**config.mk**
```make
export PLATFORM = sky130hd
export DESIGN_NAME = ivp_inhibit
export DESIGN_NICKNAME = d
export VERILOG_FILES = /design/src/rtl/ivp_pkg.sv /design/src/rtl/ivp_edge.sv /design/src/rtl/ivp_opmatch.sv /design/src/rtl/ivp_depth.sv /design/src/rtl/ivp_inhibit.sv
export SDC_FILE = /design/constraint.sdc
export NUM_CORES = 1
export LEC_CHECK = 0
export BUFFER_PORTS_ARGS = -buffer_cell sky130_fd_sc_hd__buf_2
export CORE_UTILIZATION = 29
export DETAILED_ROUTE_END_ITERATION = 10
export GPL_TIMING_DRIVEN = 0
export PLACE_DENSITY = 0.55
export SYNTH_ARGS = -nofsm -noshare
export SYNTH_HDL_FRONTEND = slang
export SYNTH_SLANG_ARGS = --single-unit
```
**constraint.sdc**
```tcl
create_clock -name clk -period 3.25 [get_ports clk]
set_input_delay 0.1625 -clock clk [delete_from_list [all_inputs] [get_ports clk]]
set_output_delay 0.1625 -clock clk [all_outputs]
set_load 0.01 [all_outputs]
```
**src/rtl/ivp_pkg.sv**
```systemverilog
package ivp_pkg;
   localparam logic [7:0] RTI_OPCODE = 8'h40;
   typedef enum logic [1:0] {
      STEP_HOLD = 2'd0,
      STEP_UP   = 2'd1,
      STEP_DOWN = 2'd2
   } step_e;
endpackage

```
**src/rtl/ivp_edge.sv**
```systemverilog
// Single-cycle pulse on a chosen transition of a level input.
module ivp_edge #(
   parameter bit RISING     = 1'b0,
   parameter bit IDLE_LEVEL = 1'b1
) (
   input  logic clk,
   input  logic rst_n,
   input  logic din,
   output logic pulse
);
   logic din_q;

   always_ff @(posedge clk) begin
      if (!rst_n) din_q <= IDLE_LEVEL;
      else        din_q <= din;
   end

   generate
      if (RISING) begin : g_rise
         assign pulse = din & ~din_q;
      end else begin : g_fall
         assign pulse = ~din & din_q;
      end
   endgenerate
endmodule

```
**src/rtl/ivp_opmatch.sv**
```systemverilog
// Flags a fetched opcode equal to OPCODE on a sampling strobe.
module ivp_opmatch #(
   parameter int              DATA_W = 8,
   parameter logic [DATA_W-1:0] OPCODE = '0
) (
   input  logic              strobe,
   input  logic              sync,
   input  logic [DATA_W-1:0] data,
   output logic              hit
);
   generate
      if (DATA_W < 1) begin : g_bad_width
         $error("ivp_opmatch: DATA_W must be at least 1");
      end
   endgenerate

   assign hit = strobe & sync & (data == OPCODE);
endmodule

```
**src/rtl/ivp_depth.sv**
```systemverilog
// Saturating up/down nesting counter.
module ivp_depth
   import ivp_pkg::*;
#(
   parameter int DEPTH_W = 4
) (
   input  logic               clk,
   input  logic               rst_n,
   input  logic               up,
   input  logic               down,
   output logic [DEPTH_W-1:0] count
);
   localparam logic [DEPTH_W-1:0] CNT_MAX  = '1;
   localparam logic [DEPTH_W-1:0] CNT_ZERO = '0;
   localparam logic [DEPTH_W-1:0] CNT_ONE  = DEPTH_W'(1);

   generate
      if (DEPTH_W < 2) begin : g_bad_depth
         $error("ivp_depth: DEPTH_W must be at least 2");
      end
   endgenerate

   step_e step;

   always_comb begin
      step = STEP_HOLD;
      if (up && !down && count != CNT_MAX)         step = STEP_UP;
      else if (down && !up && count != CNT_ZERO)   step = STEP_DOWN;
   end

   always_ff @(posedge clk) begin
      if (!rst_n) count <= CNT_ZERO;
      else begin
         case (step)
            STEP_UP:   count <= count + CNT_ONE;
            STEP_DOWN: count <= count - CNT_ONE;
            default:   count <= count;
         endcase
      end
   end

   // no strobe leaves the depth alone
   p_idle_hold_r3: assert property (@(posedge clk) disable iff (!rst_n)
      (!up && !down) |=> $stable(count));
   // saturation at the top
   p_sat_high_r4: assert property (@(posedge clk) disable iff (!rst_n)
      (up && !down && count == CNT_MAX) |=> (count == CNT_MAX));
   // saturation at zero
   p_sat_low_r5: assert property (@(posedge clk) disable iff (!rst_n)
      (down && !up && count == CNT_ZERO) |=> (count == CNT_ZERO));
   // coincident strobes cancel
   p_cancel_r8: assert property (@(posedge clk) disable iff (!rst_n)
      (up && down) |=> $stable(count));
endmodule

```
**src/rtl/ivp_inhibit.sv**
```systemverilog
// Interrupt-nesting guard: vector-pull edges nest, return-opcode fetches unwind.
module ivp_inhibit
   import ivp_pkg::*;
#(
   parameter int DATA_W  = 8,
   parameter int DEPTH_W = 4
) (
   input  logic              clk,
   input  logic              rst_n,
   input  logic              vpb_n,
   input  logic              sync,
   input  logic              phi2,
   input  logic [DATA_W-1:0] data,
   output logic              inhibit,
   output logic              grant_ok
);
   localparam logic [DEPTH_W-1:0] DEPTH_ONE = DEPTH_W'(1);

   generate
      if (DATA_W < 8) begin : g_bad_bus
         $error("ivp_inhibit: DATA_W must hold the return opcode");
      end
   endgenerate

   logic               pull_start;
   logic               phase_end;
   logic               rti_hit;
   logic [DEPTH_W-1:0] depth;

   // vector pull begins on the falling edge of the active-low indicator
   ivp_edge #(.RISING(1'b0), .IDLE_LEVEL(1'b1)) u_pull_edge (
      .clk(clk), .rst_n(rst_n), .din(vpb_n), .pulse(pull_start));

   // end of PHI2 high phase: sampling point for the fetched opcode
   ivp_edge #(.RISING(1'b0), .IDLE_LEVEL(1'b0)) u_phase_edge (
      .clk(clk), .rst_n(rst_n), .din(phi2), .pulse(phase_end));

   ivp_opmatch #(.DATA_W(DATA_W), .OPCODE(DATA_W'(RTI_OPCODE))) u_match (
      .strobe(phase_end), .sync(sync), .data(data), .hit(rti_hit));

   ivp_depth #(.DEPTH_W(DEPTH_W)) u_depth (
      .clk(clk), .rst_n(rst_n), .up(pull_start), .down(rti_hit), .count(depth));

   assign inhibit  = |depth;
   assign grant_ok = sync & ~inhibit;

   // a lone pull edge always leaves the guard raised
   p_set_on_pull_r1: assert property (@(posedge clk) disable iff (!rst_n)
      (pull_start && !rti_hit) |=> inhibit);
   // return opcode at depth one drops the guard
   p_clear_on_rti_r2: assert property (@(posedge clk) disable iff (!rst_n)
      (rti_hit && !pull_start && depth == DEPTH_ONE) |=> !inhibit);
   // a held-low pull indicator raises no second edge
   p_single_edge_r1: assert property (@(posedge clk) disable iff (!rst_n)
      (!vpb_n && $past(!vpb_n)) |-> !pull_start);
endmodule

```
# After elaboration in Yosys (flattened, before gate mapping)
# Cells that the tools add are included.
dict set report totals {
  wordCells 29
  out_inout_bits 2
  register_bits 6
  rom_bits 0
  ram_bits 0
  mem_count 0
  inputBits 13
  latch_bits 0
}
dict set report classes {
  n_mul 0
  bitwise_logic 8
  reduce_logical 9
  n_lt_le_gt_ge 0
  eq_ne 4
  div_mod_pow 0
  muxes 3
  n_addsub 2
  shift 0
}
# operator n
set op_table {}
lappend op_table {{== test 8 x 7 -> 1 bit, second input constant} 1}
lappend op_table {{one-hot mux 4 bit (2 select lines)} 1}
lappend op_table {{AND 1 bit} 5}
lappend op_table {{adder 4 x 1 -> 4 bit, second input constant} 1}
lappend op_table {{logical AND 1 bit} 4}
lappend op_table {{two-way mux 2 bit} 2}
lappend op_table {{!= test 4 bit, second input constant} 1}
lappend op_table {{nonzero test 4 bit} 1}
lappend op_table {{OR reduction 4 bit} 1}
lappend op_table {{subtractor 4 x 1 -> 4 bit, second input constant} 1}
lappend op_table {{inverter 1 bit} 3}
lappend op_table {{== test 2 x 1 -> 1 bit, second input constant} 1}
lappend op_table {{== test 2 bit, second input constant} 1}
lappend op_table {{logical NOT 1 bit} 2}
lappend op_table {{nonzero test 2 bit} 1}

# Logic depth before layout (Yosys ltp)
# Gate-level depths: netlist (run 1).
dict set report logic_depth {
  ltp_word 10
  depth_mapped 9
  ltp_nobuf 9
}

# Hierarchy
# A second synthesis (run 1) with hierarchy kept.
dict set report hier_totals {
  cells_unflattened 41
  hier_area_um2 430.4
}
# mod instances area_per_inst_um2 cells_each seq_area_each_um2
set by_module_without_submodules {}
lappend by_module_without_submodules {ivp_depth 1 306.5 29 80.1}
lappend by_module_without_submodules {{ivp_edge (u_phase_edge)} 1 36.3 3 20.0}
lappend by_module_without_submodules {ivp_opmatch 1 33.8 3 0.0}
lappend by_module_without_submodules {{ivp_edge (u_pull_edge)} 1 32.5 3 20.0}
lappend by_module_without_submodules {ivp_inhibit 1 21.3 3 0.0}

# Least setup slack after synthesis (run 1)
# OpenSTA, ideal clock, no wires.
dict set report synth_timing {
  kind {flip-flop to flip-flop}
  startpoint {reg u_depth.count[0]}
  endpoint {reg u_depth.count[3]}
  t_arrival_ps 2084
  path_slack_ps 1094
  synth_period_minus_slack_ps 2156
  path_buffers 0
  required_time_ps 3178
  setup_ps 72
  path_stages_with_launch 10
  path_cell_list {dfxtp_1 -> or4_4 -> o21ai_4 -> nor2_2 -> ha_1 -> a21o_2 -> a21oi_1 -> nor3b_1 -> a21oi_2 -> mux2i_1}
}
dict set report synth_between {
  elab_chain_cells 6
  word_cells_on_any_way 12
  cone_classes {add/sub (2); eq/ne (3); mux (3); reduce/logical (4)}
}
# item line_no
set synth_rtl {}
lappend synth_rtl {{start, declared} ivp_depth.sv:11} ;# output logic [DEPTH_W-1:0] count
lappend synth_rtl {{start signal, assigned} ivp_depth.sv:35} ;# STEP_UP: count <= count + CNT_ONE;
lappend synth_rtl {{start signal, assigned} ivp_depth.sv:36} ;# STEP_DOWN: count <= count - CNT_ONE;
lappend synth_rtl {{start signal, assigned} ivp_depth.sv:37} ;# default: count <= count;
lappend synth_rtl {{nonzero test 4 bit} ivp_depth.sv:28} ;# else if (down && !up && count != CNT_ZERO) step = STEP_DOWN;
lappend synth_rtl {{logical AND 1 bit} ivp_depth.sv:28}
lappend synth_rtl {{two-way mux 2 bit} ivp_depth.sv:28}
lappend synth_rtl {{two-way mux 2 bit} ivp_depth.sv:27} ;# if (up && !down && count != CNT_MAX) step = STEP_UP;
lappend synth_rtl {{== test 2 bit or == test 2 x 1 -> 1 bit (tied branches)} ivp_depth.sv:34} ;# case (step)
lappend synth_rtl {{one-hot mux 4 bit (2 select lines) or nonzero test 2 bit (tied branches)} -}
# Several ways; a longest one is shown, not always the timed one.
# A chain may end at the register's enable or synchronous reset.

# Final worst setup path (run 1)
dict set report layout_timing {
  startpoint {reg u_depth.count[1]}
  endpoint {reg u_depth.count[3]}
}
# Same word-level chain as after synthesis.

==> summary.md, run 1 <==
| Metric | Value |
|---|---|
| Final wirelength | `693 um` |
| Gr usage total | `0.125` |
| Drc violations | `0` |
| Initial antenna violation count | `0` |
| Core area | `approximately 0.0013 sq mm` |
| Final critical-path required period | `2.23 ns` |
| Setup WS post-layout | `a little over 1 ns` |
| Post-CTS Resized | `0` |
| Critical Path Slowest Stage Cell | `or4_4` |
| Share of cells above drive strength 1 | `0.441` |
| Rel. slew slack | `0.854` |
| Setup TNS Final | `0 ns` |
| Syn nets | `58` |
| Crit path capture type | `flip-flop` |
| Final core utilization | `0.399` |
| Status | `completed` |
| Leak | `0.244 nW` |
| RSZ-0062 raised after global routing | `false` |
| Sequential share of power | `0.437` |
| Post-synth top area share | `0.290` |
| Syn avg cell area | `9.86 sq um` |
| Syn Std Cell Area | `414 sq um` |
| Starting Density | `0.314` |
| Share of flip-flops with an asynchronous set or reset | `0` |
| Cell count after synthesis | `42` |
| Clock power share | `0.339` |
| Slowest stage delay, CP | `0.56 ns` |
| Multi-input logic area | `approximately 280 sq um` |
| Crit Path Max Fanout | `5` |
| Placed cell count | `between 70 and 80` |
| Post-CTS setup buffers | `0` |
| Gate power share | `0.224` |
| Seq/Total Area, Yosys | `0.290` |
| # IOs | `15` |
| # rows | `13` |
| CP required | `3.42 ns` |
| Starting DRT DRC Count | `2` |
| Family with the most delay on the worst path | `simple AND/OR/NAND/NOR gates` |
| Fmax | `0.448 GHz` |
| Die height | `slightly below 40 um` |
| Reg clk slew, reported paths | `0.04 ns` |
| Crit path buffers/inverters | `0` |
| Worst-Margin Slew | `0.215 ns` |
| Die ar. | `0.00158 sq mm` |
| Post-Layout Cell Count | `74` |
| Vias per std cell | `4.47` |
| Worst path arrival time | `2.40 ns` |
| Layout Nets | `77` |
| PD cells | `about 360 mW/mm^2` |
| Layout area overhead | `26.9%` |
| Synth top area cells | `dfxtp_1 (29%), ha_1 (6.0%), mux2i_4 (5.4%), fa_1 (4.8%), inv_1 (4.5%)` |
| Vias in the first global route | `between 300 and 400` |
| Antenna diodes | `0` |
| Largest area contributor in the netlist | `dfxtp_1` |
| DR WL/cell | `around 9.4 um` |
| Maximum vdd drop | `0.000179 V` |
| DRT antenna net count | `0` |
| Type of origin of the critical path | `flip-flop` |
| Residual overflow from global routing | `0` |
| CP cell instances | `or4_4 -> o21ai_4 -> nor2_2 -> ha_1 -> a21o_2 -> a21oi_1 -> nor3b_1 -> a21oi_2 -> mux2i_1` |
| Netlist cell types | `27` |
| Fill cells | `128` |
| Clock Sinks | `6` |
| Clk Latency, worst-skew pair | `roughly 0.23 ns` |
| Routability congestion estimate | `0.711` |
| Storage cell area | `roughly 120 sq um` |
| YS warnings | `0` |
| Sw Ratio | `0.244` |
| Most numerous cell in the Yosys netlist | `dfxtp_1` |
| Clock Tree Buf Depth | `2` |
| H-tree depth | `1` |
| Pre-Repair DR Iteration Count | `4` |
| CTS Hold Bufs | `0` |
| Largest net degree at the start of global routing | `9` |
| Pre-CTS setup slack | `0.998 ns` |
| Switching power of the nets | `0.0455 mW` |
| Pwr Total | `0.187 mW` |
| Horiz. Die Dim | `between 30 and 40 um` |
| CTS tree | `yes` |
| Via count | `331` |
| #FFs+latches synth | `6` |
| Hold/Removal Path Class | `input port to flip-flop` |
| Clk_skew | `0.000521 ns` |
| DP HPWL | `614 um` |
| Final hold viol count | `0` |
| Most used DFF post-synth | `dfxtp_1` |
| Final setup fails | `0` |
| Post-synth EDFFs | `0` |
| Max Cap Viol | `0` |
| Commonest cells post-synth | `dfxtp_1 (6), inv_1 (5), nand2_1 (3)` |
| Period utilisation layout | `0.687` |
| P_int | `~0.14 mW` |
| Root Buffer | `clkbuf_4` |
| First-pass GRT wire length | `1290 um` |
| Cts bufs inserted | `3` |
| Final max-slew violation count | `0` |
| Port bufs | `14` |
| Crit path kind | `flip-flop to flip-flop` |
[per-layer routing]
layer | global-route usage | share of wire
met5 | 0 | 0
met1 | 0.164 | 0.48
met3 | 0.0341 | 0.0072
met2 | 0.176 | 0.52
met4 | 0.0776 | 0
[flip-flops by register name (all words and copies together) (netlist names)]
register            flops
u_pull_edge.din_q       1
u_depth.count           4
u_phase_edge.din_q      1
[logic make-up (layout without fill, tap and decap cells)]
logic type / count (synthesis) / count (layout) / share of synthesized area
AND/OR/NAND/NOR: 18 / 18 / 0.305
multiplexers: 2 / 2 / 0.0785
adder cells (fa/ha/maj): 3 / 3 / 0.109
buffers and inverters: 5 / 22 / 0.0453
flip-flops: 6 / 6 / 0.290
XOR/XNOR: 2 / 2 / 0.0423
AO/OA/AOI/OAI: 6 / 6 / 0.130
[cell type report]
type / instances / area share
multi-input cells: 31 / 0.524
flip-flops and latches: 6 / 0.229
repair buffers: 14 / 0.133
clock buffers: 3 / 0.0429
inverters: 5 / 0.0357
well taps: 15 / 0.0357
[power groups by stage]
stage,clock network (mW),logic [mW],registers [mW]
4_1_cts,0.0662,0.0427,0.0817
3_3_place_gp,0,0.0416,0.0831
5_1_grt,0.0677,0.0471,0.0825
2_1_floorplan,0,0.0273,0.0820
6_report,0.0634,0.0418,0.0817
3_5_place_dp,0,0.0426,0.0829
[path summary, 6_finish.rpt]
| kind | start | to | slack, ns | cells past startpoint |
|---|---|---|---|---|
| worst max register to register | u_depth.count[1] | u_depth.count[3] | 1.02 | 9 |
| worst min-delay path | phi2 | u_phase_edge.din_q | 0.15 | 2 |
| worst min register to register | u_depth.count[2] | u_depth.count[2] | 0.49 | 2 |
| worst max-delay path | u_depth.count[1] | u_depth.count[3] | 1.02 | 9 |
[per-stage QoR]
step	instance area [sq um]	hold WS (ns)
floorplan	414	0.236
global route	526	0.181
finish	526	0.148
detailed placement	503	0.387
CTS	526	0.145
global placement	503	0.383
[placed cells by master (no fill, tap or decap), drive strengths merged]
| master | n |
|---|---|
| o21ai | 2 |
| nor3 | 1 |
| inv | 5 |
| and4bb | 1 |
| nand4 | 1 |
| or4 | 1 |
| nor4b | 1 |
| fa | 1 |
| xnor2 | 2 |
| buf | 14 |
| nand3b | 1 |
| a21oi | 2 |
| mux2i | 2 |
| nand2 | 3 |
| nor2 | 2 |
| ha | 2 |
| dfxtp | 6 |
| a21o | 1 |
| and2 | 2 |
| nand3 | 2 |
| nand2b | 2 |
| nor3b | 1 |
| o211a | 1 |
| clkbuf | 3 |
Power figures use the tool's default switching activity.
==> run 2, diff against run 1 <==
clock period = 2.2 ns   (was 3.25 ns; I/O delays follow)
==> summary.md, run 2 (synthesized netlist as in run 1, its figures left out) <==
| Metric | Value |
|---|---|
| Layout Nets | `79 (+2.6%)` |
| Min-delay src | `phi2` |
| Reg clk slew, reported paths | `0.04 ns (about the same)` |
| Antenna diodes | `0 (unchanged)` |
| Crit path buffers/inverters | `0 (unchanged)` |
| Final wirelength | `720 um (+3.9%)` |
| Slowest stage delay, CP | `0.55 ns (about the same)` |
| Max Cap Viol | `0 (unchanged)` |
| Clk_skew | `0.000434 ns (-0.0000868 ns)` |
| FF-to-FF setup slack | `0.09 ns (-0.93 ns)` |
| Reg2Reg Depth | `9 (unchanged)` |
| Port bufs | `14 (unchanged)` |
| Commonest non-fill, non-tap cells in the layout | `buf_2 (14), inv_1 (5), dfxtp_1 (5)` |
| R2r startpoint | `u_depth.count[2]` |
| DRT antenna net count | `0 (unchanged)` |
| Clock Sinks | `6 (unchanged)` |
| Rel. slew slack | `0.858 (+0.00431)` |
| CP cell instances | `or4_4 -> o21ai_4 -> nor2_4 -> ha_1 -> a21o_2 -> a21oi_4 -> nor3b_1 -> a21oi_2 -> mux2i_1` |
| Commonest non-fill, non-tap cell in the layout | `buf_2` |
| Drc violations | `0 (unchanged)` |
| Pre-Repair DR Iteration Count | `2 (-2)` |
| Crit path kind | `flip-flop to flip-flop` |
| Worst-Margin Slew | `0.209 ns (-0.00634 ns)` |
| Final hold viol count | `0 (unchanged)` |
| Starting DRT DRC Count | `1 (-1)` |
| RSZ-0062 raised after global routing | `false` |
| Clock Tree Buf Depth | `2 (unchanged)` |
| WHS | `0.0955 ns (-0.0523 ns)` |
| Die height | `39.8 um (unchanged)` |
| Vias per std cell | `4.49 (+0.31%)` |
| Cts bufs inserted | `3 (unchanged)` |
| Gr usage total | `0.122 (-0.00236)` |
| Max FFs per register | `4 (unchanged)` |
| Pre-CTS setup slack | `-0.0524 ns (-1.05 ns)` |
| Placed cell count | `71 (unchanged)` |
| Routability congestion estimate | `0.711 (unchanged)` |
| Share of cells above drive strength 1 | `0.492 (+0.0511)` |
| PD cells | `505 mW/mm^2 (+42%)` |
| Critical Path Slowest Stage Cell | `or4_4` |
| CTS tree | `yes` |
| Initial antenna violation count | `0 (unchanged)` |
| H-tree depth | `1 (unchanged)` |
| Horiz. Die Dim | `39.8 um (unchanged)` |
| DR WL/cell | `9.47 um (+1.2%)` |
| Family with the most delay on the worst path | `simple AND/OR/NAND/NOR gates` |
| Via count | `341 (+3.0%)` |
| Reg with most FFs | `u_depth.count` |
| Setup WS post-layout | `0.0893 ns (-0.928 ns)` |
| Core area | `0.00132 sq mm (unchanged)` |
| Crit path capture type | `flip-flop` |
| Largest net degree at the start of global routing | `9 (unchanged)` |
| Post-Layout Cell Count | `76 (+2.7%)` |
| Largest regs | `u_depth.count: 4 flops, u_phase_edge.din_q: 1 flops, u_pull_edge.din_q: 1 flops` |
| Worst path arrival time | `2.28 ns (-0.12 ns)` |
| Die ar. | `0.00158 sq mm (unchanged)` |
| # IOs | `15 (unchanged)` |
| Residual overflow from global routing | `0 (unchanged)` |
| Final critical-path required period | `2.11 ns (-0.122 ns)` |
| Final setup fails | `0 (unchanged)` |
| Starting Density | `0.314 (unchanged)` |
| Hold Crit Depth | `2 (unchanged)` |
| R2R Path End | `u_depth.count[3]` |
| Root Buffer | `clkbuf_4` |
| Final max-slew violation count | `0 (unchanged)` |
| # rows | `13 (unchanged)` |
| Layout area overhead | `34.7%` |
| Vias in the first global route | `318 (-0.93%)` |
| CP required | `2.37 ns (-1.05 ns)` |
| Period utilisation layout | `0.959 (+0.272)` |
| Setup TNS Final | `0 ns (unchanged)` |
| First-pass GRT wire length | `1260 um (-2.7%)` |
| Maximum vdd drop | `0.000266 V (+49%)` |
| Fmax | `0.474 GHz (+5.8%)` |
| Status | `completed` |
| Clk Latency, worst-skew pair | `0.23 ns (about the same)` |
| Leak | `0.256 nW (+5.0%)` |
| WHS Endpoint | `u_phase_edge.din_q` |
| Crit Path Max Fanout | `4 (-1)` |
| DP HPWL | `614 um (unchanged)` |
| Hold/Removal Path Class | `input port to flip-flop` |
| Type of origin of the critical path | `flip-flop` |
## run 2: per-layer routing
layer | routed length [um] | GRT usage
met3 | 5 | 0.0341
met1 | 344 | 0.157
met2 | 370 | 0.176
met4 | 0 | 0.0776
met5 | 0 | 0
## run 2: where the power goes
part           internal, mW  total (mW)  leakage (nW)  switching (mW)
registers             0.115       0.121        0.0499         0.00520
logic                0.0356      0.0675         0.193          0.0319
clock network        0.0612      0.0936        0.0138          0.0324
total                 0.212       0.282         0.256          0.0696
## run 2: how the worst max path moves through the flow
stage          cells after the start        startpoint                to  slack, ns
2_1_floorplan                      9  u_depth.count[0]  u_depth.count[3]       0.04
3_3_place_gp                       9  u_depth.count[0]  u_depth.count[3]      -0.05
3_5_place_dp                       9  u_depth.count[0]  u_depth.count[3]      -0.05
4_1_cts                            9  u_depth.count[0]  u_depth.count[3]       0.01
5_1_grt                            9  u_depth.count[2]  u_depth.count[3]       0.02
6_report                           9  u_depth.count[2]  u_depth.count[3]       0.09
## run 2: timing repair
action                     in CTS  in global routing
resized for setup               1                  3
hold buffers                    0                  0
buffers inserted                0                  2
setup endpoints to repair       1                  1
pin swaps                       2                  3
## run 2: metrics by stage
stage | instance area, sq um | utilization | power, mW
CTS | 529 | 0.402 | 0.282
global placement | 503 | 0.382 | 0.184
finish | 558 | 0.424 | 0.282
detailed placement | 503 | 0.382 | 0.185
global route | 558 | 0.424 | 0.297
floorplan | 414 | - | 0.161
## run 2: final cells by class
class / count / area (sq um)
Clock buffer: 3 / 22.5
Sequential cell: 6 / 121
Timing Repair Buffer: 16 / 85.1
Multi-Input combinational cell: 31 / 292
Tap cell: 15 / 18.8
Fill cell: 127 / 759
Inverter: 5 / 18.8
==> run 3, diff against run 2 <==
PLACE_DENSITY = default   (was 0.55)
PLACE_DENSITY_LB_ADDON = 0.3   (was default)
==> summary.md, run 3 (synthesized netlist as in run 1, its figures left out) <==
| Metric | Value |
|---|---|
| Reg clk slew, reported paths | `0.05 ns (about the same)` |
| First-pass GRT wire length | `1120 um (-10%)` |
| Status | `completed` |
| Crit Path Max Fanout | `5 (+1)` |
| Gate power share | `0.260 (+0.020)` |
| Pwr Total | `0.305 mW (+8.1%)` |
| Clk_skew | `0.00701 ns (+0.00657 ns)` |
| Layout area overhead | `46.8%` |
| Max Cap Viol | `0 (unchanged)` |
| Worst path arrival time | `2.29 ns (about the same)` |
| Final max-slew violation count | `0 (unchanged)` |
| Root Buffer | `clkbuf_4` |
| Rel. slew slack | `0.822 (-0.0362)` |
| P_int | `0.221 mW (+4.1%)` |
| CP required | `2.38 ns (about the same)` |
| Cell Area, Placed | `503 sq um (unchanged)` |
| Final wirelength | `852 um (+18%)` |
| Share of cells above drive strength 1 | `0.554 (+0.0620)` |
| Critical Path Slowest Stage Cell | `or4_4` |
| CTS tree | `yes` |
| Port bufs | `14 (unchanged)` |
| Clock power share | `0.345 (+0.013)` |
| Cts bufs inserted | `3 (unchanged)` |
| CTS Hold Bufs | `0 (unchanged)` |
| Drc violations | `0 (unchanged)` |
| Die height | `39.8 um (unchanged)` |
| Commonest non-fill, non-tap cells in the layout | `buf_2 (14), buf_4 (6), inv_1 (5), dfxtp_1 (5)` |
| Crit path capture type | `flip-flop` |
| Switching power of the nets | `0.0838 mW (+20%)` |
| Core area | `0.00132 sq mm (unchanged)` |
| # IOs | `15 (unchanged)` |
| Initial antenna violation count | `0 (unchanged)` |
| Clk Latency, worst-skew pair | `0.25 ns (+0.02 ns)` |
| Horiz. Die Dim | `39.8 um (unchanged)` |
| Final critical-path required period | `2.11 ns (+0.000223 ns)` |
| Slowest stage delay, CP | `0.56 ns (about the same)` |
| Max FFs per register | `4 (unchanged)` |
| Type of origin of the critical path | `flip-flop` |
| Reg with most FFs | `u_depth.count` |
| Gr usage total | `0.118 (-0.00485)` |
| Layout Nets | `83 (+5.1%)` |
| Vias in the first global route | `297 (-6.6%)` |
| # rows | `13 (unchanged)` |
| Hold/Removal Path Class | `input port to flip-flop` |
| Crit path buffers/inverters | `0 (unchanged)` |
| H-tree depth | `1 (unchanged)` |
| Worst-Margin Slew | `0.267 ns (+0.0580 ns)` |
| Final hold viol count | `0 (unchanged)` |
| Routability congestion estimate | `0.720 (+1.3%)` |
| Final setup fails | `0 (unchanged)` |
| Fmax | `0.474 GHz (about the same)` |
| PD cells | `501 mW/mm^2 (-0.79%)` |
| Period utilisation layout | `0.959 (about the same)` |
| Antenna diodes | `0 (unchanged)` |
| Maximum vdd drop | `0.000277 V (+4.4%)` |
| Setup WS post-layout | `0.0891 ns (-0.000223 ns)` |
| Crit path kind | `flip-flop to flip-flop` |
| Commonest non-fill, non-tap cell in the layout | `buf_2` |
| Starting DRT DRC Count | `0 (-1)` |
| Pre-Repair DR Iteration Count | `1 (-1)` |
| Largest regs | `u_depth.count: 4 flops, u_phase_edge.din_q: 1 flops, u_pull_edge.din_q: 1 flops` |
| CP cell instances | `or4_4 -> o21ai_4 -> nor2_4 -> ha_4 -> a21o_2 -> a21oi_4 -> nor3b_2 -> a21oi_2 -> mux2i_1` |
| Leak | `0.278 nW (+8.3%)` |
| Vias per std cell | `4.66 (+3.9%)` |
| Die ar. | `0.00158 sq mm (unchanged)` |
| Via count | `373 (+9.4%)` |
| Fill cells | `133 (+4.7%)` |
| Clock Sinks | `6 (unchanged)` |
| DR WL/cell | `10.7 um (+12%)` |
| DP HPWL | `626 um (+1.9%)` |
| Pre-CTS setup slack | `-0.0753 ns (-0.0230 ns)` |
| Starting Density | `0.314 (unchanged)` |
| DRT antenna net count | `0 (unchanged)` |
| Sequential share of power | `0.395 (-0.033)` |
| Largest net degree at the start of global routing | `9 (unchanged)` |
| Sw Ratio | `0.275 (+0.0283)` |
| Family with the most delay on the worst path | `simple AND/OR/NAND/NOR gates` |
| Residual overflow from global routing | `0 (unchanged)` |
| Post-route cell area | `608 sq um (+9.0%)` |
| Clock Tree Buf Depth | `2 (unchanged)` |
==> run 3: metrics by stage <==
| step | hold slack (ns) | setup TNS [ns] | cells | util |
|---|---|---|---|---|
| floorplan | 0.183 | 0 | 42 | - |
| global placement | 0.333 | -0.0545 | 71 | 0.382 |
| detailed placement | 0.339 | -0.0753 | 71 | 0.382 |
| CTS | 0.0802 | 0 | 76 | 0.414 |
| global route | 0.0771 | -0.00823 | 80 | 0.462 |
| finish | 0.0747 | 0 | 80 | 0.462 |
==> run 3: path summary, 6_finish.rpt <==
check                   startpoint                 end  slack, ns  depth (start not counted)
setup / recovery  u_depth.count[1]    u_depth.count[3]       0.09                          9
hold / removal                phi2  u_phase_edge.din_q       0.07                          2
setup reg to reg  u_depth.count[1]    u_depth.count[3]       0.09                          9
hold reg to reg   u_depth.count[2]    u_depth.count[2]       0.49                          2
==> run 3: layer usage <==
layer	share of wire	track usage	wire length (um)	vias to the layer above
met5	0	0	0	-
met4	0.016	0.0517	14	0
met3	0.074	0.0682	63	2
met2	0.52	0.189	442	15
met1	0.39	0.122	331	165
li1	-	-	-	191
==> run 3: worst reg2reg max path, cell delays in order, from the launching register on <==
cell and delay [ns]:
dfxtp_4 0.35, or4_4 0.56, o21ai_4 0.10, nor2_4 0.08, ha_4 0.21, a21o_2 0.20, a21oi_4 0.16, nor3b_2 0.07
a21oi_2 0.12, mux2i_1 0.19
==> run 3: layout make-up <==
cell class                      instances  area (sq um)  area share
Timing Repair Buffer                   20           115       0.189
Inverter                                5          18.8      0.0309
Sequential cell                         6           124       0.204
Clock buffer                            3          22.5      0.0370
Tap cell                               15          18.8      0.0309
Multi-Input combinational cell         31           309       0.508
==> run 3: power groups by stage <==
stage	Sequential, mW	Clock (mW)	Combinational (mW)
2_1_floorplan	0.121	0	0.0403
3_3_place_gp	0.122	0	0.0612
3_5_place_dp	0.122	0	0.0631
4_1_cts	0.121	0.107	0.0705
5_1_grt	0.121	0.117	0.0869
6_report	0.120	0.105	0.0791
==> run 3: repair_timing <==
item                       CTS  global route
resized for setup            2             5
setup endpoints to repair    1             1
cloned                       0             0
setup buffers                2             4
pin swaps                    2             5
